`config.mk`:
```
export PLATFORM = sky130hd
export DESIGN_NAME = dual_tick_timer
export DESIGN_NICKNAME = d
export VERILOG_FILES = /design/src/rtl/dtt_pkg.sv /design/src/rtl/dtt_sync_edge.sv /design/src/rtl/dtt_prescaler.sv /design/src/rtl/dtt_counter.sv /design/src/rtl/dual_tick_timer.sv
export SDC_FILE = /design/constraint.sdc
export NUM_CORES = 1
export LEC_CHECK = 0
export ABC_AREA = 1
export BUFFER_PORTS_ARGS = -buffer_cell sky130_fd_sc_hd__buf_2
export CAP_MARGIN = 20
export CORE_ASPECT_RATIO = 1.4
export CORE_MARGIN = 2
export CORE_UTILIZATION = 40
export CTS_BUF_LIST = sky130_fd_sc_hd__clkbuf_4 sky130_fd_sc_hd__clkbuf_8 sky130_fd_sc_hd__clkbuf_16
export DETAILED_ROUTE_END_ITERATION = 10
export GPL_TIMING_DRIVEN = 0
export SETUP_SLACK_MARGIN = 0.3
export SLEW_MARGIN = 5
export SYNTH_ARGS = -nofsm -noshare
export SYNTH_HDL_FRONTEND = slang
export SYNTH_SLANG_ARGS = --single-unit
```
`constraint.sdc`:
```
create_clock -name clk -period 1.6 [get_ports clk]
set_input_delay 0.32 -clock clk [delete_from_list [all_inputs] [get_ports clk]]
set_output_delay 0.32 -clock clk [all_outputs]
set_load 0.1 [all_outputs]
```
`src/rtl/dtt_pkg.sv`:
```
package dtt_pkg;

  localparam logic [2:0] ADR_LOAD0 = 3'd0;
  localparam logic [2:0] ADR_LOAD1 = 3'd1;
  localparam logic [2:0] ADR_CFG0  = 3'd2;
  localparam logic [2:0] ADR_CFG1  = 3'd3;
  localparam logic [2:0] ADR_CTRL  = 3'd4;

  typedef enum logic [1:0] {
    SRC_DIV4   = 2'b00,
    SRC_EXTCLK = 2'b01,
    SRC_TRIG   = 2'b10,
    SRC_GATE   = 2'b11
  } t1_src_e;

  typedef struct packed {
    logic    cascade;
    logic    retrig;
    t1_src_e src;
    logic    restart1;
    logic    run1;
    logic    restart0;
    logic    run0;
  } ctrl_t;

endpackage

```
`src/rtl/dtt_sync_edge.sv`:
```
module dtt_sync_edge #(
  parameter int STAGES = 2
) (
  input  logic clk,
  input  logic rst_n,
  input  logic ext_i,
  output logic level_o,
  output logic rise_o
);
  logic [STAGES-1:0] sync_q;
  logic              prev_q;

  always_ff @(posedge clk) begin
    if (!rst_n) begin
      sync_q <= '0;
      prev_q <= 1'b0;
    end else begin
      sync_q <= {sync_q[STAGES-2:0], ext_i};
      prev_q <= sync_q[STAGES-1];
    end
  end

  assign level_o = sync_q[STAGES-1];
  assign rise_o  = sync_q[STAGES-1] & ~prev_q;

  // an edge indication never lasts two cycles
  p_edge_pulse_r9: assert property (@(posedge clk) disable iff (!rst_n)
    rise_o |=> !rise_o);

endmodule

```
`src/rtl/dtt_prescaler.sv`:
```
module dtt_prescaler #(
  parameter int W = 6
) (
  input  logic         clk,
  input  logic         rst_n,
  input  logic         clear_i,
  input  logic         en_i,
  input  logic [W-1:0] div_i,
  output logic         tick_o
);
  logic [W-1:0] pcnt_q;
  logic [W-1:0] reload;

  // a field of 0 wraps to all ones, i.e. divide by 2**W
  assign reload = div_i - 1'b1;
  assign tick_o = en_i && (pcnt_q == '0);

  always_ff @(posedge clk) begin
    if (!rst_n)
      pcnt_q <= '0;
    else if (clear_i)
      pcnt_q <= reload;
    else if (en_i)
      pcnt_q <= (pcnt_q == '0) ? reload : pcnt_q - 1'b1;
  end

  // pulses come back to back only when dividing by one
  p_psc_spacing_r1: assert property (@(posedge clk) disable iff (!rst_n)
    (tick_o && div_i != W'(1)) |=> !tick_o);

endmodule

```
`src/rtl/dtt_counter.sv`:
```
module dtt_counter #(
  parameter int CNT_W = 8,
  parameter int PSC_W = 6
) (
  input  logic             clk,
  input  logic             rst_n,
  input  logic             cmd_wr_i,
  input  logic             run_i,
  input  logic             restart_i,
  input  logic             trig_i,
  input  logic             retrig_i,
  input  logic             src_en_i,
  input  logic [CNT_W-1:0] load_i,
  input  logic [PSC_W-1:0] div_i,
  input  logic             cont_i,
  output logic [CNT_W-1:0] count_o,
  output logic             running_o,
  output logic             irq_o,
  output logic             restart_o
);
  logic [CNT_W-1:0] count_q;
  logic             run_q;
  logic             irq_q;
  logic             psc_tick;
  logic             trig_ok;
  logic             tick_ok;
  logic             at_one;

  assign trig_ok   = trig_i && (retrig_i || !run_q);
  assign restart_o = (cmd_wr_i && restart_i) || trig_ok;
  assign tick_ok   = run_q && psc_tick;
  assign at_one    = (count_q == CNT_W'(1));

  dtt_prescaler #(.W(PSC_W)) u_psc (
    .clk     (clk),
    .rst_n   (rst_n),
    .clear_i (restart_o),
    .en_i    (run_q && src_en_i),
    .div_i   (div_i),
    .tick_o  (psc_tick)
  );

  always_ff @(posedge clk) begin
    if (!rst_n) begin
      count_q <= '0;
      run_q   <= 1'b0;
      irq_q   <= 1'b0;
    end else begin
      irq_q <= tick_ok && at_one && !restart_o;
      if (restart_o) begin
        count_q <= load_i;
        run_q   <= cmd_wr_i ? run_i : 1'b1;
      end else begin
        if (tick_ok) begin
          if (at_one) begin
            if (cont_i) begin
              count_q <= load_i;
            end else begin
              count_q <= '0;
              run_q   <= 1'b0;
            end
          end else begin
            count_q <= count_q - 1'b1;
          end
        end
        if (cmd_wr_i) run_q <= run_i;
      end
    end
  end

  assign count_o   = count_q;
  assign running_o = run_q;
  assign irq_o     = irq_q;

  // each accepted pulse away from completion lowers the count by exactly one
  p_count_step_r2: assert property (@(posedge clk) disable iff (!rst_n)
    (tick_ok && !at_one && !restart_o) |=> count_q == $past(count_q) - 1'b1);

  // a single-pass completion is not followed by a second request
  p_single_stops_r4: assert property (@(posedge clk) disable iff (!rst_n)
    (irq_q && !run_q) |=> !irq_q);

  // a stopped timer keeps its count until restarted
  p_hold_stopped_r6: assert property (@(posedge clk) disable iff (!rst_n)
    (!run_q && !restart_o) |=> $stable(count_q));

endmodule

```
`src/rtl/dual_tick_timer.sv`:
```
module dual_tick_timer
  import dtt_pkg::*;
#(
  parameter int CNT_W       = 8,
  parameter int PSC_W       = 6,
  parameter int SYNC_STAGES = 2,
  parameter int DIV_W       = 2
) (
  input  logic       clk,
  input  logic       rst_n,
  input  logic       wr_en,
  input  logic [2:0] wr_addr,
  input  logic [7:0] wr_data,
  input  logic [2:0] rd_addr,
  output logic [7:0] rd_data,
  input  logic       ext_in,
  output logic       irq_t0,
  output logic       irq_t1
);
  localparam int NT = 2;

  logic [CNT_W-1:0] load_q  [NT];
  logic [PSC_W-1:0] psc_q   [NT];
  logic [CNT_W-1:0] count_w [NT];
  logic [NT-1:0]    cont_q;
  logic [NT-1:0]    src_en, trig, retrig, run_bit, rst_bit;
  logic [NT-1:0]    irq_w, running_w, restart_w;

  logic    cascade_q, retrig_q;
  t1_src_e src_q;
  ctrl_t   cw;
  logic    ctrl_wr;
  logic    ext_level, ext_rise;
  logic [DIV_W-1:0] qdiv_q;
  logic    div_pulse;

  assign cw      = ctrl_t'(wr_data);
  assign ctrl_wr = wr_en && (wr_addr == ADR_CTRL);
  assign run_bit = {cw.run1, cw.run0};
  assign rst_bit = {cw.restart1, cw.restart0};

  // configuration registers
  always_ff @(posedge clk) begin
    if (!rst_n) begin
      for (int i = 0; i < NT; i++) begin
        load_q[i] <= '0;
        psc_q[i]  <= '0;
      end
      cont_q    <= '0;
      cascade_q <= 1'b0;
      retrig_q  <= 1'b0;
      src_q     <= SRC_DIV4;
    end else if (wr_en) begin
      unique case (wr_addr)
        ADR_LOAD0: load_q[0] <= wr_data[CNT_W-1:0];
        ADR_LOAD1: load_q[1] <= wr_data[CNT_W-1:0];
        ADR_CFG0: begin
          psc_q[0]  <= wr_data[PSC_W-1:0];
          cont_q[0] <= wr_data[PSC_W];
        end
        ADR_CFG1: begin
          psc_q[1]  <= wr_data[PSC_W-1:0];
          cont_q[1] <= wr_data[PSC_W];
        end
        ADR_CTRL: begin
          cascade_q <= cw.cascade;
          retrig_q  <= cw.retrig;
          src_q     <= cw.src;
        end
        default: ;
      endcase
    end
  end

  dtt_sync_edge #(.STAGES(SYNC_STAGES)) u_sync (
    .clk     (clk),
    .rst_n   (rst_n),
    .ext_i   (ext_in),
    .level_o (ext_level),
    .rise_o  (ext_rise)
  );

  // divide-by-four phase of the second timer, realigned on each restart
  always_ff @(posedge clk) begin
    if (!rst_n || restart_w[1]) qdiv_q <= '0;
    else                        qdiv_q <= qdiv_q + 1'b1;
  end
  assign div_pulse = &qdiv_q;

  always_comb begin
    src_en[0] = 1'b1;
    trig[0]   = 1'b0;
    retrig[0] = 1'b0;
    retrig[1] = retrig_q;
    trig[1]   = !cascade_q && (src_q == SRC_TRIG) && ext_rise;
    if (cascade_q) begin
      src_en[1] = irq_w[0];
    end else begin
      unique case (src_q)
        SRC_DIV4:   src_en[1] = div_pulse;
        SRC_EXTCLK: src_en[1] = ext_rise;
        SRC_TRIG:   src_en[1] = div_pulse;
        SRC_GATE:   src_en[1] = div_pulse && ext_level;
        default:    src_en[1] = 1'b0;
      endcase
    end
  end

  for (genvar g = 0; g < NT; g++) begin : g_tmr
    dtt_counter #(.CNT_W(CNT_W), .PSC_W(PSC_W)) u_cnt (
      .clk       (clk),
      .rst_n     (rst_n),
      .cmd_wr_i  (ctrl_wr),
      .run_i     (run_bit[g]),
      .restart_i (rst_bit[g]),
      .trig_i    (trig[g]),
      .retrig_i  (retrig[g]),
      .src_en_i  (src_en[g]),
      .load_i    (load_q[g]),
      .div_i     (psc_q[g]),
      .cont_i    (cont_q[g]),
      .count_o   (count_w[g]),
      .running_o (running_w[g]),
      .irq_o     (irq_w[g]),
      .restart_o (restart_w[g])
    );
  end

  always_comb begin
    unique case (rd_addr)
      ADR_LOAD0: rd_data = 8'(count_w[0]);
      ADR_LOAD1: rd_data = 8'(count_w[1]);
      ADR_CFG0:  rd_data = 8'({cont_q[0], {PSC_W{1'b0}}});
      ADR_CFG1:  rd_data = 8'({cont_q[1], {PSC_W{1'b0}}});
      ADR_CTRL:  rd_data = {cascade_q, retrig_q, src_q, 1'b0, running_w[1], 1'b0, running_w[0]};
      default:   rd_data = '0;
    endcase
  end

  assign irq_t0 = irq_w[0];
  assign irq_t1 = irq_w[1];

endmodule

```
==> out/qor.tcl <==
set qor(drt_iter0_drc) 187
set qor(slowest_stage) {sky130_fd_sc_hd__dfxtp_2}
set qor(initial_core_util_pct) 41.1
set qor(setup_ws_ns) -0.00444
set qor(synth_ff_type) {sky130_fd_sc_hd__dfxtp_1}
set qor(critical-path-top-delay-family) {compound AO/OA/AOI/OAI gates}
set qor(syn_inst) 542
set qor(synth_cell_type_count) 39
set qor(tritoncts) {built}
set qor(post_route_cells_drive_above_1_share_pct) 45.3
set qor(instances_no_fill) 755
set qor(nNetsFinal) 644
set qor(synth_seq_cells) 71
set qor(hold-path-cell-count) 3
set qor(ff2ff_setup_slack_ns) 0.06
set qor(hold_path_class) {primary input to flip-flop}
set qor(synth-edff-count) 28
set qor(max_slew_headroom_pct) 62.9
set qor(first_global_vias) 3618
set qor(asyncSetResetFlopFracSynth_pct) 0
set qor(antenna_cells_inserted) 0
set qor(violations_in_the_final_reports) {setup timing}
set qor(die_x_um) 89.3
set qor(synth.area.top_cells) {sky130_fd_sc_hd__dfxtp_1 21%, sky130_fd_sc_hd__edfxtp_1 21%, sky130_fd_sc_hd__nand2_1 13%, sky130_fd_sc_hd__nor2_1 7.1%, sky130_fd_sc_hd__inv_1 6.8%}
set qor(timing.critical_path.slowest_cell_delay_ns) 0.35
set qor(wirelength_um) 12500
set qor(route.vias.total) 3895
set qor(run_status) {finished with violations}
set qor(synth_area_um2) 4070
set qor(power-per-cell-area_nw_per_um2) 944
set qor(fin_worst_hold_slack_ns) 0.159
set qor(synth.avg_cell_area_um2) 7.51
set qor(gr-usage-met1_pct) 25.3
set qor(maxSlewViolCount) 0
set qor(layout_overhead_on_the_synthesized_area_pct) 48.1
set qor(crit_chain) {o2111ai_2 > o2111ai_4 > buf_12}
set qor(cts.root.buffer_cell) {sky130_fd_sc_hd__clkbuf_16}
set qor(cts_inserted_buffers) 9
set qor(route.detailed.drc) 0
set qor(wire_per_inst_um) 16.5
set qor(placement.io_buffers) 26
set qor(start_kind) {flip-flop}
set qor(routabilityCongestion) 0.853
set qor(ctsHoldBuffers) 0
set qor(worst_pin_slew_ns) 0.557
set qor(p_leak_uw) 0.00260
set qor(fp-row-count) 43
set qor(synth_top_cells_by_count) {136 x sky130_fd_sc_hd__nand2_1, 77 x sky130_fd_sc_hd__nor2_1, 74 x sky130_fd_sc_hd__inv_1}
set qor(synth_nets) 571
set qor(worstPathRequired_ns) 1.28
set qor(grt_overflow) 0
set qor(yosysTopAreaCell) {sky130_fd_sc_hd__dfxtp_1}
set qor(timing.final.hold_violations) 0
set qor(timing.critical_path.to_type) {output port}
set qor(crit_buf_inv) 1
set qor(cts_buffer_depth) 2
set qor(power.total_uw) 5690
set qor(arrival_time_of_data_at_the_critical_path_endpoint_ns) 1.28
set qor(synth_seq_area_share_pct) 41.8
set qor(termination_of_the_worst_setup_path) {rd_data[6]}
set qor(grt_setup_unrepaired) {true}
set qor(groute.layer.met3.usage_pct) 3.20
set qor(timing.rr.start) {cascade_q}
set qor(pre_cts_slack_ns) -0.248
set qor(worst_setup_hold_path_clk_slew_ns) 0.06
set qor(layout_worst_path_cycle_share_pct) 100
set qor(synthMostInstantiatedCell) {sky130_fd_sc_hd__nand2_1}
set qor(numPlacedInstances) 703
set qor(final_antenna_net_count) 0
set qor(h-tree-depth) 3
set qor(post_drt_via_cell_ratio) 5.16
set qor(post-route-util_pct) 60.9
set qor(critPathLaunch) {cont_q[1]}
set qor(chipHeight_um) 123
set qor(synth.top_cell.area_share_pct) 21.1
set qor(period_needed_ns) 1.60
set qor(cts.sink_count) 71
set qor(worst-path-stages) 3
set qor(grt_max_degree) 13
set qor(fillCellCount) 839
set qor(reg2regPathDepth) 10
set qor(synthesis.yosys.warnings) 0
set qor(maxCapViolCount) 0
set qor(fmax_mhz) 623
set qor(clock_insertion_delay_worst_skew_ns) 0.34
set qor(grt_antenna_before_repair) 0
set qor(worst_r2r_endpoint) {g_tmr[1].u_cnt.count_o[6]}
set qor(crit_fanout) 3
set qor(worst-setup-path-type) {flip-flop to output port}
set qor(finalSetupViolations) 1
set qor(core_area_um2) 9900
set qor(design.die.area_um2) 11000
set qor(aggregate_global_route_resource_usage_pct) 22.1
set qor(globalRouteMet2Util_pct) 39.9
set qor(drt_first_pass_iters) 5
set qor(grt_pass1_wl_um) 18200
set qor(grt_busiest_layer) {met2}
set qor(peakVddDrop_mv) 0.670
set qor(place.detailed.hpwl_um) 7840
set qor(timing.clock.skew_ns) 0.00465
set qor(io-pin-count) 28
==> routing by layer <==
layer / vias up / part of all wire (%)
met5: - / 0
met4: 0 / 3.1
met3: 29 / 2.9
met2: 102 / 55
met1: 1878 / 39
li1: 1886 / -
==> where the power goes <==
part | total (µW) | internal (µW) | switching [µW]
combinational | 1410 | 551 | 860
clock | 2200 | 1380 | 827
sequential | 2070 | 1990 | 85.4
==> timing repair <==
item | 4_1_cts | 5_1_grt
gates cloned | 4 | 1
setup endpoints to repair | 42 | 72
pin swaps | 32 | 47
setup buffers | 15 | 16
resized for setup | 128 | 123
==> kinds of logic after synthesis <==
kind of cell / after synthesis / synth area share [%]
adder cells (fa/ha/maj): 11 / 3.38
AND/OR/NAND/NOR: 295 / 33.5
flip-flops: 71 / 41.8
buffers and inverters: 89 / 8.88
XOR/XNOR: 19 / 4.09
AO/OA/AOI/OAI: 57 / 8.33
==> through the flow <==
| stage | TNS (ns) | cell area [µm²] |
|---|---|---|
| after floorplan | -0.0185 | 4260 |
| after global placement | -1.59 | 4560 |
| after detailed placement | -1.68 | 4560 |
| after CTS | 0 | 5440 |
| after global routing | -0.0732 | 6030 |
| final | -0.00444 | 6030 |
==> worst min-delay path, cell delays in order <==
cell and delay (ns):
sky130_fd_sc_hd__buf_2 0.08, sky130_fd_sc_hd__nand2_1 0.04, sky130_fd_sc_hd__inv_1 0.04
==> cell usage in the layout, fill, tap and decap left out, drive strengths merged <==
master    count
buf          62
clkinv        3
nand2       151
a31oi         3
nor4          1
o2111ai       2
ha           11
nand4         4
a22oi         1
o221ai        5
xor2         12
dfxtp        43
or2           3
o21ai        28
o22ai         3
o21bai        1
edfxtp       28
nor3          4
clkbuf       14
bufinv        2
inv          81
xnor2         7
nand3        45
and3          1
a21oi        15
clkinvlp      2
nor2         88
==> state kept, by name, summed over array words and instances (netlist names) <==
signal and count:
g_tmr.u_cnt.count_o 16, load_q 16, g_tmr.u_cnt.u_psc.pcnt_q 12, psc_q 12, cont_q 2, g_tmr.u_cnt.irq_o 2
g_tmr.u_cnt.running_o 2, qdiv_q 2, src_q 2, u_sync.sync_q 2, cascade_q 1, retrig_q 1
u_sync.prev_q 1
==> worst min-delay path by stage <==
stage                           from          endpoint  slack, ns
floorplan           u_sync.sync_q[0]  u_sync.sync_q[1]       0.39
global placement    u_sync.sync_q[0]  u_sync.sync_q[1]       0.41
detailed placement  u_sync.sync_q[0]  u_sync.sync_q[1]       0.41
CTS                           ext_in  u_sync.sync_q[0]       0.16
global route                  ext_in  u_sync.sync_q[0]       0.17
finish                        ext_in  u_sync.sync_q[0]       0.16
==> layout make-up <==
type / instances / area [µm²] / share of cell area, %
inverter: 81 / 342 / 5.67
sequential: 71 / 1740 / 28.8
timing repair inverter: 1 / 11.3 / 0.187
timing repair buffer: 58 / 591 / 9.80
tap: 135 / 169 / 2.80
clock inverter: 6 / 85.1 / 1.41
buffer: 8 / 56.3 / 0.934
clock buffer: 10 / 233 / 3.86
multi-input combinational: 385 / 2810 / 46.6
No activity file was read; power rests on OpenSTA's default activity.
